**src/rtl/secded_pkg.sv**
```systemverilog
package secded_pkg;

    localparam int ECC_DATA_W = 32;
    localparam int ECC_WORD_W = 64;
    localparam int ECC_CHK_W  = 8;

    typedef enum logic [1:0] {
        EV_CLEAN     = 2'd0,
        EV_FIX_DATA  = 2'd1,
        EV_FIX_CHECK = 2'd2,
        EV_FATAL     = 2'd3
    } ecc_event_e;

    // Column of code-word position idx: odd-weight values, weight 3 first,
    // each weight class taken in increasing numeric order.
    function automatic logic [ECC_CHK_W-1:0] hsiao_col(input int idx);
        logic [ECC_CHK_W-1:0] res;
        logic [ECC_CHK_W-1:0] cand;
        int seen;
        res  = '0;
        seen = 0;
        for (int w = 3; w <= ECC_CHK_W; w += 2) begin
            for (int v = 1; v < (1 << ECC_CHK_W); v++) begin
                cand = v[ECC_CHK_W-1:0];
                if ($countones(cand) == w) begin
                    if (seen == idx) res = cand;
                    seen++;
                end
            end
        end
        return res;
    endfunction

    // Positions of the 64-bit word that feed check bit bit_j.
    function automatic logic [ECC_WORD_W-1:0] row_mask(input int bit_j);
        logic [ECC_WORD_W-1:0] m;
        logic [ECC_CHK_W-1:0]  c;
        m = '0;
        for (int i = 0; i < ECC_WORD_W; i++) begin
            c    = hsiao_col(i);
            m[i] = c[bit_j];
        end
        return m;
    endfunction

endpackage

```
**src/rtl/ecc_check_gen.sv**
```systemverilog
module ecc_check_gen
    import secded_pkg::*;
#(
    parameter int DATA_W = ECC_DATA_W,
    parameter int WORD_W = ECC_WORD_W,
    parameter int CHK_W  = ECC_CHK_W
) (
    input  logic [DATA_W-1:0] data_in,
    output logic [CHK_W-1:0]  check_out
);

    localparam int PAD_W = WORD_W - DATA_W;

    logic [WORD_W-1:0] code_word;

    // Upper half of the code word is tied to zero.
    assign code_word = {{PAD_W{1'b0}}, data_in};

    for (genvar j = 0; j < CHK_W; j++) begin : g_row
        localparam logic [WORD_W-1:0] ROW = row_mask(j);
        assign check_out[j] = ^(code_word & ROW);
    end

endmodule

```
**src/rtl/ecc_syndrome_decode.sv**
```systemverilog
module ecc_syndrome_decode
    import secded_pkg::*;
#(
    parameter int DATA_W = ECC_DATA_W,
    parameter int WORD_W = ECC_WORD_W,
    parameter int CHK_W  = ECC_CHK_W
) (
    input  logic [CHK_W-1:0]  syndrome,
    output logic [DATA_W-1:0] flip_mask,
    output logic              pad_hit,
    output ecc_event_e        ev_kind
);

    logic [WORD_W-1:0] col_hit;
    logic              check_hit;

    for (genvar i = 0; i < WORD_W; i++) begin : g_col
        localparam logic [CHK_W-1:0] COL = hsiao_col(i);
        assign col_hit[i] = (syndrome == COL);
    end

    assign flip_mask = col_hit[DATA_W-1:0];
    assign pad_hit   = |col_hit[WORD_W-1:DATA_W];
    assign check_hit = $onehot(syndrome);

    always_comb begin
        if (syndrome == '0)
            ev_kind = EV_CLEAN;
        else if (|flip_mask)
            ev_kind = EV_FIX_DATA;
        else if (check_hit)
            ev_kind = EV_FIX_CHECK;
        else
            ev_kind = EV_FATAL;   // even weight, padded column, or unknown
    end

endmodule

```
**src/rtl/ecc_read_stage.sv**
```systemverilog
module ecc_read_stage
    import secded_pkg::*;
#(
    parameter int DATA_W = ECC_DATA_W,
    parameter int CHK_W  = ECC_CHK_W
) (
    input  logic              clk,
    input  logic              rst_n,
    input  logic              in_valid,
    input  logic [DATA_W-1:0] raw_data,
    input  logic [CHK_W-1:0]  syndrome,
    input  logic [DATA_W-1:0] flip_mask,
    input  ecc_event_e        ev_kind,
    output logic              out_valid,
    output logic [DATA_W-1:0] out_data,
    output logic              out_corrected,
    output logic              out_uncorrectable,
    output logic [CHK_W-1:0]  out_syndrome
);

    ecc_event_e        ev_q;
    logic              vld_q;
    logic [DATA_W-1:0] data_q;
    logic [CHK_W-1:0]  syn_q;

    // State register: follows the decoder verdict on accepted reads only.
    always_ff @(posedge clk) begin
        if (!rst_n) begin
            ev_q   <= EV_CLEAN;
            vld_q  <= 1'b0;
            data_q <= '0;
            syn_q  <= '0;
        end else begin
            vld_q <= in_valid;
            if (in_valid) begin
                ev_q   <= ev_kind;
                data_q <= raw_data ^ flip_mask;
                syn_q  <= syndrome;
            end
        end
    end

    // Outputs: status pulses gated by the registered valid.
    always_comb begin
        out_corrected     = 1'b0;
        out_uncorrectable = 1'b0;
        unique case (ev_q)
            EV_CLEAN:                  ;
            EV_FIX_DATA, EV_FIX_CHECK: out_corrected     = vld_q;
            EV_FATAL:                  out_uncorrectable = vld_q;
            default:                   ;
        endcase
    end

    assign out_valid    = vld_q;
    assign out_data     = data_q;
    assign out_syndrome = syn_q;

    a_r3_clean_passthrough: assert property (@(posedge clk) disable iff (!rst_n)
        (in_valid && syndrome == '0) |=>
            (out_data == $past(raw_data)) && !out_corrected && !out_uncorrectable);

    a_r4_single_data_fix: assert property (@(posedge clk) disable iff (!rst_n)
        (in_valid && $onehot(flip_mask)) |=>
            out_corrected && !out_uncorrectable &&
            ($countones(out_data ^ $past(raw_data)) == 1));

    a_r5_check_bit_fix: assert property (@(posedge clk) disable iff (!rst_n)
        (in_valid && $onehot(syndrome)) |=>
            out_corrected && (out_data == $past(raw_data)));

    a_r6_even_weight_fatal: assert property (@(posedge clk) disable iff (!rst_n)
        (in_valid && syndrome != '0 && ($countones(syndrome) % 2 == 0)) |=>
            out_uncorrectable && !out_corrected && (out_data == $past(raw_data)));

    a_r8_idle_quiet: assert property (@(posedge clk) disable iff (!rst_n)
        !in_valid |=>
            !out_valid && !out_corrected && !out_uncorrectable &&
            $stable(out_data) && $stable(out_syndrome));

    a_r2_syndrome_latched: assert property (@(posedge clk) disable iff (!rst_n)
        in_valid |=> out_valid && (out_syndrome == $past(syndrome)));

endmodule

```
**src/rtl/secded_mem_codec.sv**
```systemverilog
module secded_mem_codec
    import secded_pkg::*;
#(
    parameter int DATA_W = ECC_DATA_W,
    parameter int WORD_W = ECC_WORD_W,
    parameter int CHK_W  = ECC_CHK_W
) (
    input  logic              clk,
    input  logic              rst_n,
    input  logic [DATA_W-1:0] wr_data,
    output logic [CHK_W-1:0]  wr_check,
    input  logic              rd_valid,
    input  logic [DATA_W-1:0] rd_data,
    input  logic [CHK_W-1:0]  rd_check,
    output logic              out_valid,
    output logic [DATA_W-1:0] out_data,
    output logic              out_corrected,
    output logic              out_uncorrectable,
    output logic [CHK_W-1:0]  out_syndrome
);

    logic [CHK_W-1:0]  rd_recalc;
    logic [CHK_W-1:0]  syndrome;
    logic [DATA_W-1:0] flip_mask;
    logic              pad_hit;
    ecc_event_e        ev_kind;

    ecc_check_gen #(.DATA_W(DATA_W), .WORD_W(WORD_W), .CHK_W(CHK_W)) u_wr_gen (
        .data_in   (wr_data),
        .check_out (wr_check)
    );

    ecc_check_gen #(.DATA_W(DATA_W), .WORD_W(WORD_W), .CHK_W(CHK_W)) u_rd_gen (
        .data_in   (rd_data),
        .check_out (rd_recalc)
    );

    assign syndrome = rd_check ^ rd_recalc;

    ecc_syndrome_decode #(.DATA_W(DATA_W), .WORD_W(WORD_W), .CHK_W(CHK_W)) u_dec (
        .syndrome  (syndrome),
        .flip_mask (flip_mask),
        .pad_hit   (pad_hit),
        .ev_kind   (ev_kind)
    );

    ecc_read_stage #(.DATA_W(DATA_W), .CHK_W(CHK_W)) u_stage (
        .clk               (clk),
        .rst_n             (rst_n),
        .in_valid          (rd_valid),
        .raw_data          (rd_data),
        .syndrome          (syndrome),
        .flip_mask         (flip_mask),
        .ev_kind           (ev_kind),
        .out_valid         (out_valid),
        .out_data          (out_data),
        .out_corrected     (out_corrected),
        .out_uncorrectable (out_uncorrectable),
        .out_syndrome      (out_syndrome)
    );

    a_r7_padded_fatal: assert property (@(posedge clk) disable iff (!rst_n)
        (rd_valid && pad_hit) |=>
            out_uncorrectable && !out_corrected && (out_data == $past(rd_data)));

endmodule

```
**config.mk**
```make
export PLATFORM = sky130hd
export DESIGN_NAME = secded_mem_codec
export DESIGN_NICKNAME = d
export VERILOG_FILES = /design/src/rtl/secded_pkg.sv /design/src/rtl/ecc_check_gen.sv /design/src/rtl/ecc_syndrome_decode.sv /design/src/rtl/ecc_read_stage.sv /design/src/rtl/secded_mem_codec.sv
export SDC_FILE = /design/constraint.sdc
export NUM_CORES = 1
export LEC_CHECK = 0
export CORE_MARGIN = 2
export CORE_UTILIZATION = 25
export DETAILED_ROUTE_END_ITERATION = 10
export PLACE_DENSITY_LB_ADDON = 0.3
export SYNTH_ARGS = -nofsm -noshare
export SYNTH_HDL_FRONTEND = slang
export SYNTH_HIERARCHICAL = 1
export SYNTH_SLANG_ARGS = --single-unit
export TNS_END_PERCENT = 5
```
**constraint.sdc**
```tcl
create_clock -name clk -period 12.3 [get_ports clk]
set_input_delay 3.69 -clock clk [delete_from_list [all_inputs] [get_ports clk]]
set_output_delay 3.69 -clock clk [all_outputs]
set_load 0.005 [all_outputs]
```
### Word level (Yosys, flattened, before mapping)

Index checks and enable logic that the tools add are counted.

* flip-flop bits (word level): 43
* bits of input ports: 75
* output and inout bits: 51
* word-level logic and storage cells: 71

* add/subtract/negate cells: 7
* eq/ne operators: 36
* multiplexer cells: 5
* bitwise logic cells: 2
* reductions and logical operators: 17

Operators by type and width (number)
* $reduce_xor 64->1: 14
* $eq 8x7->1 const B: 12
* $eq 8x6->1 const B: 10
* $eq 8x5->1 const B: 6
* $reduce_or 32->1: 1
* $xor 32x32->32: 1
* $eq 8x4->1 const B: 3
* $add 4x4->4: 3
* $add 1x1->2: 4
* $eq 8x3->1 const B: 1
* $logic_not 8->1: 1
* $xor 8x7->8: 1
* $eq 2x2->1 const B: 2
* $eq 4x1->1 const B: 1
* $mux 2: 2
* $mux 1: 3
* $eq 2x1->1 const B: 1
* $reduce_or 2->1: 1

### Longest topological paths before layout

* depth in word-level cells: 9
* mapped depth: 19
* depth with buffers taken out: 18

### Modules after synthesis

The synthesis kept the hierarchy.

By module, submodules not included
* ecc_read_stage: times used 1, cells each 175, area an instance 1875.5 um^2, seq. area each 860.8 um^2
* ecc_check_gen: times used 2, cells each 57, area an instance 709.4 um^2, seq. area each 0.0 um^2
* ecc_syndrome_decode: times used 1, cells each 160, area an instance 1009.7 um^2, seq. area each 0.0 um^2
* secded_mem_codec: times used 1, cells each 8, area an instance 70.1 um^2, seq. area each 0.0 um^2

### Worst setup path before layout

OpenSTA, ideal clock, no wires.

* path kind: input port to output port
* start: input port wr_data[23]
* end: output port wr_check[0]
* arrival time: 4.701 ns
* data required time: 8.610 ns
* setup slack: 3.909 ns
* cell stages on the path: 3
* buffers on the path: 0
* cell sequence: xor3_2 -> xnor3_1 -> xnor3_1

* longest elaborated chain between the ends: 1

Ends and longest elaborated chain
* start, declared: line secded_mem_codec.sv:10 `input logic [DATA_W-1:0] wr_data,`
* $reduce_xor 64->1: line ecc_check_gen.sv:21 `assign check_out[j] = ^(code_word & ROW);`
* end, declared: line secded_mem_codec.sv:11 `output logic [CHK_W-1:0] wr_check,`

No other way between the ends.

### Worst setup path in the final report

Same ends and word-level chain as after synthesis.

==> results by group <==
Power and ir drop
  • PwrDens: 182 nW/um^2
  • Power Total: 1.03 mW
  • P_leak: 2.19 nW
  • Peak VDD IR: 0.0940 mV

Cells and area
  • Reg area: 861 um^2
  • Final cell count without fillers: 749
  • Share of cells above drive strength 1: 0.0983
  • Final Util: 0.344
  • Fin nets: 617
  • Multi-input logic area: 3080 um^2
  • # diodes: 0
  • Final instance area: 5650 um^2
  • Area grow syn2layout: 35.7%
  • Filler cells: 1662

Critical path
  • Reg2Reg Setup Slack: 11.64 ns
  • Reg2reg path depth: 2
  • CP Capture Type: output pin
  • Critical-path top delay cell: clkdlybuf4s50_1
  • Worst R2R End: u_stage/out_data[8]$_SDFFE_PN0P_
  • Buf+Inv Stages, Crit Path: 2
  • Worst reg2reg path startpoint: u_stage/out_data[8]$_SDFFE_PN0P_
  • Worst path max stage delay: 0.51 ns
  • Setup crit end: wr_check[0]
  • Worst-path maximum fanout: 2
  • Crit. Startpoint: wr_data[23]
  • Crit path DAT: 5.78 ns
  • Crit-path cells: clkdlybuf4s50_1 -> xor3_2 -> xnor3_1 -> xnor3_1 -> clkdlybuf4s50_1
  • Cell class contributing the biggest share of worst-path delay: XOR/XNOR gates
  • Worst Setup Path Type: in -> out
  • WP data required: 8.61 ns
  • Critical path startpoint category: input port
  • Path length in cells of the critical path: 5

Hold path
  • Hold Crit Start: u_stage/out_data[15]$_SDFFE_PN0P_
  • Min-Delay Path Class: reg -> reg

Synth
  • Synth Cell Area: 4170 um^2
  • Synthesized area per cell: 9.82 um^2
  • Ys Warns: 6
  • Syn Nets: 511
  • Synth Instances: 424

STA
  • Fmax: 106 MHz
  • Setup TNS: 0 ns
  • Final setup vio count: 0
  • Worst Tran Pin Value: 0.960 ns
  • Final hold violation count: 0
  • RSZ-0062 raised after global routing: no
  • Hold_ws: 0.509 ns
  • Max Transition Viols Final: 0
  • Final worst slack: 2.83 ns
  • Relative slew slack: 0.360
  • Min Clock Period, post-route: 9.47 ns
  • Fin crit share: 0.770
  • Skew final: 0 ns

Global route
  • Largest net degree at the start of global routing: 76
  • Antenna violations before repair: 0
  • Grt ovf: 0
  • First-pass GRT wire length: 18.3 mm
  • Vias in the first global route: 3307
  • Total GRT Usage: 0.134

Floorplanning
  • # rows: 47
  • Die width: 133 um
  • Die area: 17700 um^2
  • CORE AREA: 16400 um^2
  • I/O pins: 126
  • Die Ht: 133 um
  • Effective utilization at floorplan: 0.254

Place
  • GPL Wtd Cong: 0.879
  • Dpl cell area: 5520 um^2
  • Placed insts: 743
  • PortBufs: 124
  • Hpwl dp: 9.72 mm
  • Pre-CTS WS: 2.81 ns

Routing
  • Initial DRC count: 138
  • Vias per cell: 4.30
  • Post-DRT Antenna Nets: 0
  • Avg WL per Cell: 16.0 um
  • # DRC: 0
  • Via Count: 3222
  • Drt total wl: 12.0 mm
  • Initial DRT Pass Iterations: 4

CTS
  • CTS root buffer: clkbuf_16
  • Post-CTS Setup Inserts: 0
  • Clock sink total: 43
  • CTS buffer count: 5
  • CTS tree: built
  • Clk slew on worst S/H paths: 0.06 ns
  • CTS H-tree depth: 2
  • Clk buf depth: 2
  • Post-CTS resize count: 0
  • Worst-skew pair later-pin latency: 0.28 ns
  • Post-CTS Hold Buffers: 0

Flow run
  • Max Cap Violations: 0

Outcome
  • Status: completed
==> where the power goes <==
| group | leakage, nW | switching (mW) | total, mW | internal, mW |
|---|---|---|---|---|
| logic | 1.77 | 0.372 | 0.734 | 0.362 |
| registers | 0.357 | 0.0107 | 0.169 | 0.158 |
| clock network | 0.0628 | 0.0518 | 0.125 | 0.0730 |
| total | 2.19 | 0.434 | 1.03 | 0.593 |
==> metal layers <==
metal | up-vias | GRT usage | wire (um)
met1 | 1486 | 0.168 | 5240
met3 | 10 | 0.0345 | 941
met5 | - | 0 | 0
met2 | 112 | 0.230 | 5650
met4 | 0 | 0.0305 | 134
li1 | 1614 | - | -
==> worst min-delay path by stage <==
stage	end	depth (start not counted)
finish	u_stage/out_data[15]$_SDFFE_PN0P_	2
global route	u_stage/out_data[15]$_SDFFE_PN0P_	2
CTS	u_stage/out_data[23]$_SDFFE_PN0P_	2
detailed placement	u_stage/out_data[23]$_SDFFE_PN0P_	2
global placement	u_stage/out_data[27]$_SDFFE_PN0P_	2
floorplan	u_stage/ev_q[1]$_SDFFE_PN0P_	2
==> area by class of cell <==
class	count	share of cell area
inverter	13	0.00863
sequential	43	0.152
multi-input combinational	340	0.544
clock buffer	6	0.0228
timing repair buffer	127	0.223
tap	220	0.0487
==> state kept, by name, indices dropped and copies added (netlist names) <==
register and cells:
u_stage/out_valid 1, u_stage/ev_q 2, u_stage/out_data 32, u_stage/out_syndrome 8
==> worst register-to-register path: cells and delay by family (launching register included) <==
family | cells | cell delay (ns)
AO/OA/AOI/OAI | 2 | 0.18
flip-flops | 1 | 0.31
==> placed cells by master, fill, tap and decap left out, drive strengths merged, types with 2 or more instances in the layout <==
cell type / n
xnor2: 104
o21ai: 32
xor3: 2
nor3: 4
ha: 8
and3: 8
inv: 13
fa: 4
nand3: 3
nor2b: 13
dfxtp: 43
conb: 2
mux2i: 10
nand4: 2
buf: 4
nand2: 15
clkdlybuf4s50: 123
xor2: 19
a21oi: 34
clkbuf: 6
nor2: 29
nor3b: 2
and2: 4
nand2b: 2
xnor3: 28
Note: power is estimated with default switching activity, not from simulation.
